**src/rtl/sp_bank_pkg.sv**
```systemverilog
package sp_bank_pkg;

  typedef enum logic [1:0] {
    SLOT_USER = 2'd0,
    SLOT_INT  = 2'd1,
    SLOT_MST  = 2'd2
  } sp_slot_e;

  localparam int unsigned NUM_SLOTS = 3;

endpackage

```
**src/rtl/sp_mode_ctrl.sv**
```systemverilog
module sp_mode_ctrl #(
  parameter int unsigned SR_W  = 16,
  parameter int unsigned S_POS = 13,
  parameter int unsigned M_POS = 12
) (
  input  logic            clk,
  input  logic            rst_n,
  input  logic            sr_we,
  input  logic [SR_W-1:0] sr_wdata,
  input  logic            exc_valid,
  input  logic            exc_irq,
  output logic            s_q,
  output logic            m_q
);

  logic s_d;
  logic m_d;
  logic irq_entry;

  assign irq_entry = exc_valid && exc_irq;

  // Interrupt entry overrides the master bit of a concurrent status write.
  always_comb begin
    s_d = s_q;
    m_d = m_q;
    if (sr_we) begin
      s_d = sr_wdata[S_POS];
      m_d = sr_wdata[M_POS];
    end
    if (irq_entry) begin
      m_d = 1'b0;
    end
  end

  always_ff @(posedge clk or negedge rst_n) begin
    if (!rst_n) begin
      s_q <= 1'b1;
      m_q <= 1'b0;
    end else begin
      s_q <= s_d;
      m_q <= m_d;
    end
  end

endmodule

```
**src/rtl/sp_slot_decode.sv**
```systemverilog
module sp_slot_decode
  import sp_bank_pkg::*;
(
  input  logic                 s_bit,
  input  logic                 m_bit,
  output sp_slot_e             act_slot,
  output logic [NUM_SLOTS-1:0] act_onehot
);

  always_comb begin
    if (!s_bit) begin
      act_slot = SLOT_USER;
    end else if (m_bit) begin
      act_slot = SLOT_MST;
    end else begin
      act_slot = SLOT_INT;
    end
  end

  always_comb begin
    act_onehot = '0;
    act_onehot[act_slot] = 1'b1;
  end

endmodule

```
**src/rtl/sp_wdata_fmt.sv**
```systemverilog
module sp_wdata_fmt #(
  parameter int unsigned DATA_W = 32,
  parameter int unsigned WORD_W = 16
) (
  input  logic              is_long,
  input  logic [DATA_W-1:0] din,
  output logic [DATA_W-1:0] dout
);

  localparam int unsigned EXT_W = DATA_W - WORD_W;

  logic [DATA_W-1:0] word_ext;

  assign word_ext = {{EXT_W{din[WORD_W-1]}}, din[WORD_W-1:0]};

  always_comb begin
    if (is_long) begin
      dout = din;
    end else begin
      dout = word_ext;
    end
  end

endmodule

```
**src/rtl/sp_slot_reg.sv**
```systemverilog
module sp_slot_reg #(
  parameter int unsigned DATA_W = 32
) (
  input  logic              clk,
  input  logic              rst_n,
  input  logic              act_we,
  input  logic [DATA_W-1:0] act_data,
  input  logic              xp_we,
  input  logic [DATA_W-1:0] xp_data,
  output logic [DATA_W-1:0] q
);

  logic              en;
  logic [DATA_W-1:0] d;

  // The explicit port has priority over the active port.
  always_comb begin
    en = act_we || xp_we;
    d  = q;
    if (xp_we) begin
      d = xp_data;
    end else if (act_we) begin
      d = act_data;
    end
  end

  always_ff @(posedge clk or negedge rst_n) begin
    if (!rst_n) begin
      q <= '0;
    end else if (en) begin
      q <= d;
    end
  end

endmodule

```
**src/rtl/banked_sp_file.sv**
```systemverilog
module banked_sp_file
  import sp_bank_pkg::*;
#(
  parameter int unsigned DATA_W = 32,
  parameter int unsigned WORD_W = 16,
  parameter int unsigned SR_W   = 16,
  parameter int unsigned S_POS  = 13,
  parameter int unsigned M_POS  = 12
) (
  input  logic              clk,
  input  logic              rst_n,
  input  logic              sr_we,
  input  logic [SR_W-1:0]   sr_wdata,
  input  logic              exc_valid,
  input  logic              exc_irq,
  input  logic              asp_we,
  input  logic              asp_long,
  input  logic [DATA_W-1:0] asp_wdata,
  output logic [DATA_W-1:0] asp_rdata,
  input  logic              xsp_rsel,
  output logic [DATA_W-1:0] xsp_rdata,
  input  logic              xsp_we,
  input  logic              xsp_wsel,
  input  logic              xsp_long,
  input  logic [DATA_W-1:0] xsp_wdata,
  output logic              sr_s,
  output logic              sr_m
);

  sp_slot_e              act_slot;
  logic [NUM_SLOTS-1:0]  act_onehot;
  logic [NUM_SLOTS-1:0]  act_we_vec;
  logic [NUM_SLOTS-1:0]  xp_we_vec;
  logic [DATA_W-1:0]     asp_fmt;
  logic [DATA_W-1:0]     xsp_fmt;
  logic [DATA_W-1:0]     slot_q [NUM_SLOTS];

  sp_mode_ctrl #(
    .SR_W (SR_W),
    .S_POS(S_POS),
    .M_POS(M_POS)
  ) i_mode (
    .clk      (clk),
    .rst_n    (rst_n),
    .sr_we    (sr_we),
    .sr_wdata (sr_wdata),
    .exc_valid(exc_valid),
    .exc_irq  (exc_irq),
    .s_q      (sr_s),
    .m_q      (sr_m)
  );

  sp_slot_decode i_dec (
    .s_bit     (sr_s),
    .m_bit     (sr_m),
    .act_slot  (act_slot),
    .act_onehot(act_onehot)
  );

  sp_wdata_fmt #(.DATA_W(DATA_W), .WORD_W(WORD_W)) i_asp_fmt (
    .is_long(asp_long),
    .din    (asp_wdata),
    .dout   (asp_fmt)
  );

  sp_wdata_fmt #(.DATA_W(DATA_W), .WORD_W(WORD_W)) i_xsp_fmt (
    .is_long(xsp_long),
    .din    (xsp_wdata),
    .dout   (xsp_fmt)
  );

  always_comb begin
    act_we_vec = asp_we ? act_onehot : '0;
    xp_we_vec  = '0;
    if (xsp_we) begin
      if (xsp_wsel) begin
        xp_we_vec[SLOT_MST] = 1'b1;
      end else begin
        xp_we_vec[SLOT_INT] = 1'b1;
      end
    end
  end

  for (genvar g = 0; g < NUM_SLOTS; g++) begin : g_slot
    sp_slot_reg #(.DATA_W(DATA_W)) i_reg (
      .clk     (clk),
      .rst_n   (rst_n),
      .act_we  (act_we_vec[g]),
      .act_data(asp_fmt),
      .xp_we   (xp_we_vec[g]),
      .xp_data (xsp_fmt),
      .q       (slot_q[g])
    );
  end

  assign asp_rdata = slot_q[act_slot];
  assign xsp_rdata = xsp_rsel ? slot_q[SLOT_MST] : slot_q[SLOT_INT];

endmodule

```
**config.mk**
```make
export PLATFORM = sky130hd
export DESIGN_NAME = banked_sp_file
export DESIGN_NICKNAME = d
export VERILOG_FILES = /design/src/rtl/sp_bank_pkg.sv /design/src/rtl/sp_mode_ctrl.sv /design/src/rtl/sp_slot_decode.sv /design/src/rtl/sp_wdata_fmt.sv /design/src/rtl/sp_slot_reg.sv /design/src/rtl/banked_sp_file.sv
export SDC_FILE = /design/constraint.sdc
export NUM_CORES = 1
export LEC_CHECK = 0
export ABC_CLOCK_PERIOD_IN_PS = 4180
export BUFFER_PORTS_ARGS = -buffer_cell sky130_fd_sc_hd__buf_2
export CORE_MARGIN = 2
export CORE_UTILIZATION = 40
export DETAILED_ROUTE_END_ITERATION = 16
export PLACE_DENSITY_LB_ADDON = 0.2
export SLEW_MARGIN = 30
export SYNTH_ARGS = -nofsm -noshare
export SYNTH_HDL_FRONTEND = slang
export SYNTH_HIERARCHICAL = 1
export SYNTH_SLANG_ARGS = --single-unit
```
**constraint.sdc**
```tcl
create_clock -name clk -period 4.18 [get_ports clk]
set_clock_uncertainty 0.05 [all_clocks]
set_input_delay 0 -clock clk [delete_from_list [all_inputs] [get_ports clk]]
set_output_delay 0 -clock clk [all_outputs]
set_load 0.02 [all_outputs]
```
## Word-level counts from Yosys, hierarchy flattened

Cells that the tools add are included.

- Word-level logic and storage cells: 38
- Output and inout port bits: 66
- Flip-flop bits (word level): 98

- Reduce and logical (&&, ||, !) cells: 9
- Mux-type cells: 20
- Order comparisons: 3
- Bitwise gates (word level): 1

Operators with widths:

| cell | count |
|---|---|
| 32-bit 2-to-1 mux | 9 |
| 32-bit binary-select mux with 2-bit select | 1 |
| 2-bit 2-to-1 mux | 3 |
| 2-bit nonzero test | 3 |
| 1-bit 2-to-1 mux | 5 |
| 2-bit AND reduction | 2 |
| 3-bit >= comparator, second input constant | 1 |
| 2-bit by 3-bit < comparator with 1-bit output, second input constant | 1 |
| 3-bit 2-to-1 mux | 1 |
| 2-bit NOT with 3-bit output | 1 |
| 1-bit demux with 2-bit select | 1 |
| 2-bit by 1-bit >= comparator with 1-bit output, second input constant | 1 |
| 1-bit logical AND | 2 |
| 1-bit logical OR | 2 |

## Logic depth before layout (Yosys ltp)

Gate-level depths: netlist (run 1).

- Depth in word-level cells: 9
- Gate-level depth with buffers: 7
- Depth with buffers taken out: 4

## By module

The synthesis (run 1) kept the hierarchy.

By module, submodules not included:

| module | area an instance (um2) | cells an instance | instances |
|---|---|---|---|
| sp_slot_reg | 1515.2 | 139 | 3 |
| banked_sp_file | 1514.0 | 119 | 1 |
| sp_wdata_fmt | 374.1 | 35 | 2 |
| sp_mode_ctrl | 77.6 | 5 | 1 |
| sp_slot_decode | 35.0 | 5 | 1 |

## Worst setup path before layout (run 1)

Ideal clock, no wire load.

- Kind: register to register
- Start: register i_mode.s_q
- End: register g_slot[2].i_reg.q[4]
- Cell stages (with the launch flop): 7
- Slack: 2601 ps
- Setup time: 120 ps
- Data arrival time: 1409 ps
- Path buffers: 2
- Period minus slack after synthesis: 1579 ps
- Path through: dfstp_2 > and2_2 > and2_1 > buf_6 > buf_12 > mux2i_1 > o21ai_2

- Longest elaborated chain between the ends: 8
- Elaborated cells on any way between the ends: 10

Ends and longest elaborated chain:

| item | RTL line | source |
|---|---|---|
| from (decl) | sp_mode_ctrl.sv:12 | `output logic s_q,` |
| from (signal assigned) | sp_mode_ctrl.sv:37 | `s_q <= 1'b1;` |
| from (signal assigned) | sp_mode_ctrl.sv:40 | `s_q <= s_d;` |
| 2-bit 2-to-1 mux (*) | sp_slot_decode.sv:11 | `if (!s_bit) begin` |
| 2-bit by 3-bit < comparator with 1-bit output (implied by the code) or 2-bit by 1-bit >= comparator with 1-bit output (tied branches) | sp_slot_decode.sv:22 | `act_onehot[act_slot] = 1'b1;` |
| 1-bit logical AND (implied by the code) | sp_slot_decode.sv:22 |  |
| 1-bit 2-to-1 mux (implied by the code) | sp_slot_decode.sv:22 |  |
| 1-bit demux with 2-bit select (*) | - |  |
| net act_onehot[2] | banked_sp_file.sv:31 | `logic [NUM_SLOTS-1:0] act_onehot;` |
| 3-bit 2-to-1 mux (*) | banked_sp_file.sv:73 | `act_we_vec = asp_we ? act_onehot : '0;` |
| net act_we_vec[2] | banked_sp_file.sv:32 | `logic [NUM_SLOTS-1:0] act_we_vec;` |
| 2-bit nonzero test (no source line) or 1-bit logical OR (tied branches) | - |  |
| 2-bit AND reduction (no source line) (*) | - |  |
| to (signal assigned) | sp_slot_reg.sv:29 | `q <= '0;` |
| to (signal assigned) | sp_slot_reg.sv:31 | `q <= d;` |
| to (decl) | sp_slot_reg.sv:10 | `output logic [DATA_W-1:0] q` |

Mark *: on every way through the listed nets, which the timed path passes. The rest lies on a longest branch.
A chain may end at the register's enable or synchronous reset.

## Worst setup path in the final report (run 1)

- Start: register i_mode.s_q
- End: output port asp_rdata[31]

- Longest elaborated chain between the ends: 5

Ends and longest elaborated chain:

| item | RTL line | source |
|---|---|---|
| 2-bit 2-to-1 mux | sp_slot_decode.sv:11 |  |
| 2-bit NOT with 3-bit output (implied by the code) | banked_sp_file.sv:96 | `assign asp_rdata = slot_q[act_slot];` |
| 32-bit binary-select mux with 2-bit select | banked_sp_file.sv:96 |  |
| 32-bit 2-to-1 mux (implied by the code) (2 in series) | banked_sp_file.sv:96 |  |
| to (decl) | banked_sp_file.sv:19 | `output logic [DATA_W-1:0] asp_rdata,` |

No other way between the ends. The select of a mux whose other input is x is not followed.

==> qor.yml, run 1 <==
synth:
  synth.distinct_cells: 25
  syn_nets: 707
  netlist_instances: 616
  netlist_area_um2: 6920
  ys.warnings.count: 6
  synth_seq_area_share_pct: 35.5
  synth-seq-cells: 98
  syn_avg_cell_area_um2: 11.2
clocking:
  cts_buffer_depth: 2
  post_cts_buffers: 0
  cts_resized: 0
  cts.sinks: 98
  hold_buffers: 66
  cts_tree: "done"
  htreeDepth: 3
  clk_pin_slew_ps: 70
  worstSkewPairLatency_ps: 340
  root_buffer: "clkbuf_16"
  cts_buffers: 9
detailed_routing:
  drtIter0Drc: 325
  route.detailed.drc: 0
  wl_per_cell_um: 19.2
  drt-pass1-iter-count: 5
  vias: 5127
  ant_nets: 0
  routed_wl_mm: 18.9
  viasPerCell: 5.20
setup_path:
  critPathRequiredTime_ps: 4130
  crit_arrival_ps: 2880
  path_buf_inv: 3
  cp_num_cells: 6
  cp_max_fo: 33
  path_class: "flip-flop to output port"
  crit_family: "buffers and inverters"
  critPathSlowestCell: "dfstp_2"
  cp-end-kind: "output port"
  r2r_cells: 6
  worstPathCellList: "and2b_2 > buf_4 > nor2b_4 > buf_4 > o2bb2ai_1 > buf_2"
  worst_setup_path_start_kind: "flip-flop"
  cpPeakStageDelay_ps: 560
  crit_top_cell: "buf_4"
timing:
  fin_crit_sh_pct: 70.2
  slew_headroom_pct: 40.6
  fin_crit_ps: 2930
  setup-violations-final: 0
  setup_tns_ps: 0
  drv_slew: 0
  tightest_slew_ps: 889
  max_freq_mhz: 341
  rsz0062_at_grt: "no"
  finalHoldViolations: 0
  whs_ps: 34.6
power_and_ir_drop:
  power.density_nw_per_um2: 379
  finalPower_uw: 3060
  ir_worst_vdd_mv: 0.185
  p_leak_uw: 0.00356
global_route:
  antenna_found_initial: 0
  grt_pass1_wl_mm: 29.2
  gr-total-overflow: 0
  grtUsageTotal_pct: 21.0
  grt_pass1_vias: 5324
  grt_max_degree: 65
finish:
  antenna-diode-count: 0
  drive_gt1_share_pct: 35.9
  fin_util_pct: 47.2
  area_growth_pct: 16.8
  layout.nets: 848
placed_design:
  hpwl_mm: 11.5
  globalplace.congestion: 0.766
  port_buffers: 142
floorplanning:
  io_pins: 157
  die-area_um2: 18400
  row_count: 48
  core-area_um2: 17100
  die_width_um: 136
  dieHeight_um: 136
  start_util_pct: 40.4
min_path:
  hold_depth: 4
  worstHoldPathType: "primary input to flip-flop"
flow_run:
  cap_violations: 0
status:
  outcome: "finished, final reports clean"
==> power by group <==
part | switching [uW] | internal (uW) | total [uW]
sequential | 116 | 1090 | 1210
clock | 355 | 418 | 773
combinational | 592 | 494 | 1090
==> flip-flops by register name (all words and copies together) (netlist names) <==
| register | cells |
|---|---|
| i_mode/s_q | 1 |
| g_slot.i_reg/q | 96 |
| i_mode/m_q | 1 |
==> cells by family (layout without fill, tap and decap cells) <==
logic type | after synthesis | after routing | share of synthesized area, %
muxes | 194 | 194 | 31.9
AOI/OAI and AO/OA | 129 | 129 | 14.1
and+or+nand+nor | 104 | 104 | 6.09
DFF | 98 | 98 | 35.5
buffers and inverters | 90 | 235 | 12.3
other | 1 | 1 | 0.0542
==> cell type report <==
type	instances	area, um2
Fill cell	1627	9030
Multi-Input combinational cell	428	3620
Sequential cell	98	2450
Timing Repair Buffer	219	1460
Tap cell	225	282
Clock buffer	13	250
Clock inverter	2	13.8
Inverter	1	3.75
==> cell usage after synthesis <==
| cell | number | area (um2) |
|---|---|---|
| dfrtp_1 | 97 | 2430 |
| inv_1 | 1 | 3.75 |
| o21ai_2 | 6 | 52.6 |
| o2bb2ai_1 | 2 | 17.5 |
| and2b_2 | 1 | 8.76 |
| o21ai_1 | 84 | 420 |
| and2_1 | 4 | 25.0 |
| buf_6 | 14 | 158 |
| dlymetal6s2s_1 | 3 | 37.5 |
| buf_2 | 24 | 120 |
| and2_2 | 1 | 7.51 |
| conb_1 | 1 | 3.75 |
| a21oi_1 | 1 | 5.00 |
| mux2_4 | 50 | 751 |
| nor2b_1 | 1 | 6.26 |
| nor2b_4 | 1 | 13.8 |
| mux2_1 | 2 | 22.5 |
| o21ai_0 | 6 | 30.0 |
| mux2i_1 | 129 | 1290 |
| dfstp_2 | 1 | 26.3 |
| buf_4 | 34 | 255 |
| buf_12 | 14 | 280 |
| mux2_2 | 13 | 146 |
| nand2_1 | 96 | 360 |
| o2bb2ai_2 | 30 | 450 |
==> through the flow <==
step | area, um2 | setup slack [ps] | std cells
4_1_cts | 8080 | 1220 | 986
6_report | 8080 | 1250 | 986
2_1_floorplan | 6920 | 2600 | 616
5_1_grt | 8080 | 1140 | 986
3_3_place_gp | 7160 | 1610 | 905
3_5_place_dp | 7160 | 1610 | 905
==> worst register-to-register path, stage by stage (launching register included) <==
cell           delay, ps
dfstp_2              560
and2b_2              150
and2_2               560
buf_4                480
mux2i_1              250
o21ai_1               70
dlygate4sd3_1        590
==> routing by layer <==
metal | vias to the layer above | global-route usage [%] | part of all wire [%]
met5 | - | 0 | 0
met2 | 133 | 36.0 | 49
li1 | 2428 | - | -
met3 | 23 | 2.62 | 3.7
met1 | 2543 | 27.7 | 45
met4 | 0 | 6.83 | 1.9
==> cells in the final DEF, fill, tap and decap left out <==
master / instances
buf_2: 141
mux2i_1: 129
dfrtp_1: 97
nand2_1: 96
o21ai_1: 84
dlygate4sd3_1: 66
mux2_4: 50
o2bb2ai_2: 30
mux2_2: 13
buf_4: 12
clkbuf_16: 9
o21ai_2: 6
o21ai_0: 6
and2_2: 5
clkbuf_1: 3
nor2b_4: 2
o2bb2ai_1: 2
mux2_1: 2
clkbuf_8: 1
clkinv_2: 1
clkinv_4: 1
conb_1: 1
and2b_2: 1
inv_1: 1
a21oi_1: 1
dfstp_2: 1
==> worst paths after layout <==
check                                   endpoint  slack (ps)            startpoint
hold reg to reg             g_slot[0].i_reg/q[0]         510  g_slot[0].i_reg/q[0]
setup / recovery                   asp_rdata[31]        1250            i_mode/s_q
max in group asynchronous   g_slot[2].i_reg/q[0]        2750                 rst_n
setup reg to reg           g_slot[1].i_reg/q[12]        1340            i_mode/s_q
min in group asynchronous   g_slot[2].i_reg/q[1]         180                 rst_n
hold / removal             g_slot[1].i_reg/q[25]          30         asp_wdata[25]
(Power assumes the default switching activity.)
==> inputs of run 2 (changes only) <==
--- a/config.mk
+++ b/config.mk
@@ -5,7 +5,7 @@
 export SDC_FILE = /design/constraint.sdc
 export NUM_CORES = 1
 export LEC_CHECK = 0
-export ABC_CLOCK_PERIOD_IN_PS = 4180
+export ABC_CLOCK_PERIOD_IN_PS = 2500
 export BUFFER_PORTS_ARGS = -buffer_cell sky130_fd_sc_hd__buf_2
 export CORE_MARGIN = 2
 export CORE_UTILIZATION = 40
==> constraint.sdc (replaced) <==
create_clock -name clk -period 2.5 [get_ports clk]
set_clock_uncertainty 0.05 [all_clocks]
set_input_delay 0 -clock clk [delete_from_list [all_inputs] [get_ports clk]]
set_output_delay 0 -clock clk [all_outputs]
set_load 0.02 [all_outputs]
==> run 2 against run 1 <==
Global-route usage shrank 0.11 points. Cell area is 1.3% higher. Sequential share of layout area down 0.39 points. Critical endpoint is now g_slot[1].i_reg/q[12]. Combinational power rose by 70%. Register-to-register slack got worse by 1200 ps. Highest routed layer unchanged. Worst hold slack got worse by 21 ps. Flip-flop and latch count is the same.
==> qor.yml, run 2 (synthesis results as in run 1) <==
timing:
  setup_tns_ps: 0  # unchanged
  tightest_slew_ps: 738  # was 889 ps
  fin_crit_sh_pct: 92.7
  setup-violations-final: 0  # unchanged
  max_freq_mhz: 431
  rsz0062_at_grt: "no"  # unchanged
  drv_slew: 0  # unchanged
  fin_crit_ps: 2320
  finalHoldViolations: 0  # unchanged
  slew_headroom_pct: 50.8  # was 40.6%
detailed_routing:
  drtIter0Drc: 289  # was 325
  highest_layer: "met4"  # unchanged
  viasPerCell: 5.21  # was 5.20
  drt-pass1-iter-count: 6  # was 5
  wl_met2_mm: 9.16  # was 9.35 mm
  route.met3.wl_um: 828  # was 707 um
  wl_per_cell_um: 19.0  # was 19.2 um
  ant_nets: 0  # unchanged
  route.detailed.drc: 0  # unchanged
  routed_wl_mm: 18.8  # was 18.9 mm
  wl_met1_mm: 8.41  # was 8.48 mm
  vias: 5156  # was 5127
global_route:
  gr-total-overflow: 0  # unchanged
  grt_max_degree: 71  # was 65
  grt_pass1_wl_mm: 29.3  # was 29.2 mm
  grtUsageTotal_pct: 20.9  # was 21.0%
  grt_pass1_vias: 5443  # was 5324
  antenna_found_initial: 0  # unchanged
floorplanning:
  core-area_um2: 17100  # unchanged
  io_pins: 157  # unchanged
  die-area_um2: 18400  # unchanged
  die_width_um: 136  # unchanged
  start_util_pct: 40.4  # unchanged
  dieHeight_um: 136  # unchanged
  row_count: 48  # unchanged
min_path:
  hold_depth: 4  # unchanged
  worstHoldPathType: "primary input to flip-flop"  # unchanged
  holdPathEnd: "g_slot[1].i_reg/q[30]"  # was g_slot[1].i_reg/q[25]
  hold_start: "xsp_wsel"  # was asp_wdata[25]
clocking:
  worstSkewPairLatency_ps: 350  # was 340 ps
  cts_tree: "done"  # unchanged
  htreeDepth: 3  # unchanged
  clk_pin_slew_ps: 70  # about the same
  cts_resized: 0  # unchanged
  post_cts_buffers: 0  # unchanged
  hold_buffers: 64  # was 66
  cts_buffer_depth: 2  # unchanged
  root_buffer: "clkbuf_16"  # unchanged
  cts_buffers: 9  # unchanged
  cts.sinks: 98  # unchanged
finish:
  largest_reg_flops: 96  # unchanged
  top_register: "g_slot.i_reg/q"  # unchanged
  fin_util_pct: 47.8  # was 47.2%
  layout.nets: 851  # was 848
  antenna-diode-count: 0  # unchanged
  top_regs: "g_slot.i_reg/q x96, i_mode/m_q x1, i_mode/s_q x1"  # unchanged
  drive_gt1_share_pct: 36.5  # was 35.9%
  instances_no_fill: 989  # was 986
  fin_area_um2: 8190  # was 8080 um2
  nFillCells: 1618  # was 1627
  final_cell_mix: "buf_2, mux2i_1, dfrtp_1"  # unchanged
  final_common_cell: "buf_2"  # unchanged
  area_growth_pct: 18.3  # was 16.8%
setup_path:
  path_class: "flip-flop to flip-flop"  # was flip-flop to output port
  r2r_end: "g_slot[1].i_reg/q[12]"  # unchanged
  cp_max_fo: 19  # was 33
  crit_arrival_ps: 2500  # was 2880 ps
  worst_setup_path_start_kind: "flip-flop"  # unchanged
  rrSetupSlack_ps: 180  # was 1340 ps
  r2r_start: "i_mode/s_q"  # unchanged
  r2r_cells: 6  # unchanged
  cp-end-kind: "flip-flop"  # was output port
  critPathRequiredTime_ps: 2680  # was 4130 ps
power_and_ir_drop:
  pwr-share-comb_pct: 35.7  # was 35.4%
  power.density_nw_per_um2: 633  # was 379 nW/um2
  ir_worst_vdd_mv: 0.375  # was 0.185 mV
  p_switching_uw: 1790  # was 1060 uW
  clock_power_share_pct: 25.5  # was 25.2%
  p_leak_uw: 0.00360  # was 0.00356 uW
  pwr-share-seq_pct: 38.8  # was 39.3%
  finalPower_uw: 5180  # was 3060 uW
  p_int_uw: 3390  # was 2000 uW
  swShare_pct: 34.6  # was 34.7%
placed_design:
  placedInstanceArea_um2: 7270  # was 7160 um2
  globalplace.congestion: 0.789  # was 0.766
  port_buffers: 142  # unchanged
  hpwl_mm: 11.9  # was 11.5 mm
  post-place-cells: 910  # was 905
status:
  outcome: "finished, final reports clean"  # unchanged
flow_run:
  cap_violations: 0  # unchanged
run 2: critical path: stages (launching register included):
cell	delay, ps
dfstp_2	560
and2b_2	180
and2_2	160
buf_4	380
mux2i_1	240
o21ai_1	70
dlygate4sd3_1	560
run 2: metal layers:
| layer | GRT usage, % | vias up |
|---|---|---|
| li1 | - | 2430 |
| met1 | 27.1 | 2547 |
| met2 | 35.5 | 152 |
| met3 | 2.73 | 27 |
| met4 | 8.28 | 0 |
| met5 | 0 | - |
run 2: power by group through the flow:
stage | clock network (uW) | registers [uW] | logic [uW]
6_report | 1320 | 2010 | 1850
5_1_grt | 1430 | 2040 | 1990
4_1_cts | 1360 | 2010 | 1850
3_5_place_dp | 0 | 2040 | 1740
3_3_place_gp | 0 | 2020 | 1700
2_1_floorplan | 0 | 1990 | 1360
run 2: metrics by stage:
| stage | hold slack (ps) | setup slack, ps |
|---|---|---|
| 5_1_grt | 33.6 | 74.6 |
| 6_report | 13.2 | 182 |
| 3_3_place_gp | 132 | 744 |
| 4_1_cts | 8.40 | 189 |
| 3_5_place_dp | 133 | 727 |
| 2_1_floorplan | -346 | 921 |
run 2: worst max-delay path by stage:
| stage | start | to | slack (ps) | cells after the start |
|---|---|---|---|---|
| after floorplan | i_mode/s_q | g_slot[2].i_reg/q[4] | 920 | 6 |
| after global placement | i_mode/s_q | g_slot[1].i_reg/q[28] | 740 | 5 |
| after detailed placement | i_mode/s_q | g_slot[1].i_reg/q[27] | 730 | 5 |
| after CTS | i_mode/s_q | g_slot[1].i_reg/q[11] | 190 | 6 |
| after global routing | i_mode/s_q | g_slot[1].i_reg/q[11] | 70 | 6 |
| final | i_mode/s_q | g_slot[1].i_reg/q[12] | 180 | 6 |
run 2: layout make-up:
cell class              instances  area, um2  area share, %
multi-input cells             428       3620           44.3
clock buffers                  13        260           3.18
inverters                       1       3.75         0.0458
repair buffers                222       1550           19.0
clock inverters                 2       12.5          0.153
well taps                     225        282           3.44
flip-flops and latches         98       2450           30.0
==> inputs of run 3 (changes only) <==
--- a/config.mk
+++ b/config.mk
@@ -5,6 +5,7 @@
 export SDC_FILE = /design/constraint.sdc
 export NUM_CORES = 1
 export LEC_CHECK = 0
+export ABC_AREA = 1
 export ABC_CLOCK_PERIOD_IN_PS = 2500
 export BUFFER_PORTS_ARGS = -buffer_cell sky130_fd_sc_hd__buf_2
 export CORE_MARGIN = 2
==> run 3 against run 2 <==
Wire length up 17%. Clock power about the same. Cell count up 35%. Register-to-register slack worse by 20 ps. First-iteration DRC count up 130%. Die area down 4.1%. Synthesized area down 4.3%. Worst hold slack worse by 1.2 ps. Power down 5.5%. Synthesized cell count up 58%. Sequential power down 2%. Sequential share of layout area up 0.99 points.
==> qor.yml, run 3 <==
power_and_ir_drop:
  p_leak_uw: 0.00426  # was 0.00360 uW
  power.density_nw_per_um2: 618  # was 633 nW/um2
  ir_worst_vdd_mv: 0.450  # was 0.375 mV
global_route:
  grt_pass1_wl_mm: 34.2  # was 29.3 mm
  grtUsageTotal_pct: 24.7  # was 20.9%
  gr-total-overflow: 0  # unchanged
  grt_max_degree: 44  # was 71
  antenna_found_initial: 0  # unchanged
  grt_pass1_vias: 6492  # was 5443
finish:
  antenna-diode-count: 0  # unchanged
  largest_reg_flops: 96  # unchanged
  final_common_cell: "nand2_1"  # was buf_2
  drive_gt1_share_pct: 17.6  # was 36.5%
  top_register: "g_slot.i_reg/q"  # unchanged
  area_growth_pct: 19.6  # was 18.3%
  fin_util_pct: 48.3  # was 47.8%
  top_regs: "g_slot.i_reg/q x96, i_mode/m_q x1, i_mode/s_q x1"  # unchanged
  final_cell_mix: "nand2_1, nand3_1, buf_2"  # was buf_2, mux2i_1, dfrtp_1
  layout.nets: 1202  # was 851
synth:
  synth_most_common_cell: "nand2_1"  # was mux2i_1
  synth-seq-cells: 98  # unchanged
  synth.distinct_cells: 20  # was 25
  syn_avg_cell_area_um2: 6.82  # was 11.2 um2
  yosys-top-cells-area: "dfrtp_1, nand2_1, nand3_1"  # was dfrtp_1, mux2i_1, mux2_4
  synth_edf_count: 0  # unchanged
  netlist_area_um2: 6630  # was 6920 um2
  syn_nets: 1063  # was 707
  yosysTopAreaCell: "dfrtp_1"  # unchanged
  synth_common_cells: "nand2_1, nand3_1, dfrtp_1"  # was mux2i_1, dfrtp_1, nand2_1
  synth_top_area_share_pct: 36.6  # was 35.1%
  netlist_instances: 972  # was 616
  ys.warnings.count: 6  # unchanged
  postSynth.asyncResetShare_pct: 100  # unchanged
  synth_seq_area_share_pct: 37.0  # was 35.5%
  ys.flop_type: "dfrtp_1"  # unchanged
timing:
  slew_headroom_pct: 51.4  # was 50.8%
  tightest_slew_ps: 728  # was 738 ps
  finalHoldViolations: 0  # unchanged
  drv_slew: 0  # unchanged
  fin_crit_sh_pct: 93.3  # was 92.7%
  fin_crit_ps: 2330  # was 2320 ps
  setup-violations-final: 0  # unchanged
  max_freq_mhz: 429  # was 431 MHz
  setup_tns_ps: 0  # unchanged
  rsz0062_at_grt: "no"  # unchanged
clocking:
  worstSkewPairLatency_ps: 350  # about the same
  clk_pin_slew_ps: 60  # was 70 ps
  post_cts_buffers: 0  # unchanged
  cts_buffers: 9  # unchanged
  cts.sinks: 98  # unchanged
  cts_buffer_depth: 2  # unchanged
  htreeDepth: 3  # unchanged
  cts_tree: "done"  # unchanged
  root_buffer: "clkbuf_16"  # unchanged
setup_path:
  crit_arrival_ps: 2570  # was 2500 ps
  r2r_start: "i_mode/m_q"  # was i_mode/s_q
  rrSetupSlack_ps: 170  # was 180 ps
  startpoint: "i_mode/m_q"  # was i_mode/s_q
  worst_setup_path_start_kind: "flip-flop"  # unchanged
  cpPeakStageDelay_ps: 540  # was 560 ps
  cp-end-kind: "flip-flop"  # unchanged
  critPathSlowestCell: "dlygate4sd3_1"  # was dfstp_2
  crit_top_cell: "nand2_1"
  cp_max_fo: 16  # was 19
  worstPathCellList: "nand2_1 > inv_1 > nand2_1 > clkinvlp_4 > nor2_8 > nand2_1 > nand3_1 > dlygate4sd3_1"  # was and2b_2 > and2_2 > buf_4 > mux2i_1 > o21ai_1 > dlygate4sd3_1
  path_class: "flip-flop to flip-flop"  # unchanged
  r2r_end: "g_slot[2].i_reg/q[0]"  # was g_slot[1].i_reg/q[12]
  critPathRequiredTime_ps: 2740  # was 2680 ps
  r2r_cells: 8  # was 6
floorplanning:
  die-area_um2: 17600  # was 18400 um2
  die_width_um: 133  # was 136 um
  start_util_pct: 40.4  # about the same
  core-area_um2: 16400  # was 17100 um2
  dieHeight_um: 133  # was 136 um
  io_pins: 157  # unchanged
  row_count: 47  # was 48
detailed_routing:
  vias: 6697  # was 5156
  routed_wl_mm: 22.0  # was 18.8 mm
  viasPerCell: 5.01  # was 5.21
  drtIter0Drc: 675  # was 289
  wl_per_cell_um: 16.4  # was 19.0 um
  ant_nets: 0  # unchanged
  drt-pass1-iter-count: 5  # was 6
  route.detailed.drc: 0  # unchanged
min_path:
  holdPathEnd: "g_slot[0].i_reg/q[19]"  # was g_slot[1].i_reg/q[30]
  hold_depth: 5  # was 4
  hold_start: "asp_wdata[19]"  # was xsp_wsel
  worstHoldPathType: "primary input to flip-flop"  # unchanged
flow_run:
  cap_violations: 0  # unchanged
placed_design:
  port_buffers: 142  # unchanged
  hpwl_mm: 13.1  # was 11.9 mm
  globalplace.congestion: 0.771  # was 0.789
status:
  outcome: "finished, final reports clean"  # unchanged
==> run 3: changes by cell type after synthesis, sizes merged, moves of 6 or more <==
cell	before	now
nand2	96	428
nand3	0	226
mux2i	129	0
inv	1	79
mux2	65	0
o21ai	96	32
o2bb2ai	32	0
buf	86	100
nor2	0	6
==> run 3: layer usage <==
layer	share of wire, %	vias to the layer above	wire, um	global-route usage [%]
li1	-	3296	-	-
met1	46	3152	10000	33.7
met2	47	229	10400	40.6
met3	5.2	20	1150	2.84
met4	1.6	0	357	8.90
met5	0	-	0	0
==> run 3: cell families (layout without fill, tap and decap cells) <==
family          Yosys count  in the layout  share of synthesized area [%]
buf+inv                 181            323                           17.4
other cells               1              1                         0.0566
simple gates            660            662                           43.1
flops                    98             98                           37.0
compound gates           32             32                           2.42
==> run 3: worst max path at each step <==
stage                       endpoint  slack [ps]  cells past startpoint
4_1_cts         g_slot[2].i_reg/q[0]          20                      8
3_3_place_gp   g_slot[2].i_reg/q[19]         640                      7
2_1_floorplan           asp_rdata[0]        1050                      9
6_report        g_slot[2].i_reg/q[0]         170                      8
3_5_place_dp    g_slot[2].i_reg/q[0]         580                      7
5_1_grt         g_slot[1].i_reg/q[1]          30                      7
==> run 3: final cells by class <==
cell class	instances	area (um2)
clock buffers	13	250
clock inverters	3	15.0
fillers	1734	8480
inverters	79	312
multi-input cells	695	3060
flip-flops and latches	98	2450
well taps	220	275
repair buffers	228	1560
==> run 3: metrics by stage <==
stage	power, uW	area (um2)	instances	setup WS [ps]	hold WS [ps]
final	4900	7930	1336	166	11.9
after global routing	5180	7930	1336	26.1	38.8
after CTS	4890	7900	1334	23.3	2.62
after detailed placement	3460	6910	1246	577	-61.8
after global placement	3440	6910	1246	642	-59.5
after floorplan	3050	6630	972	1050	-346
==> run 3: critical path, delay by kind of cell, from the launching register on <==
family / cells / cell delay [ps]
buffers and inverters: 3 / 930
and+or+nand+nor: 5 / 810
DFF: 1 / 450
==> run 3: what timing repair did <==
action | CTS | global route
gates resized for setup | 0 | 2
hold buffers | 72 | 0
hold endpoints to repair | 152 | 0
setup endpoints to repair | 0 | 8
==> run 3: where the power goes <==
| group | switching [uW] | internal (uW) | total, uW |
|---|---|---|---|
| registers | 145 | 1820 | 1960 |
| logic | 1050 | 580 | 1630 |
| clock network | 613 | 699 | 1310 |
| total | 1800 | 3100 | 4900 |
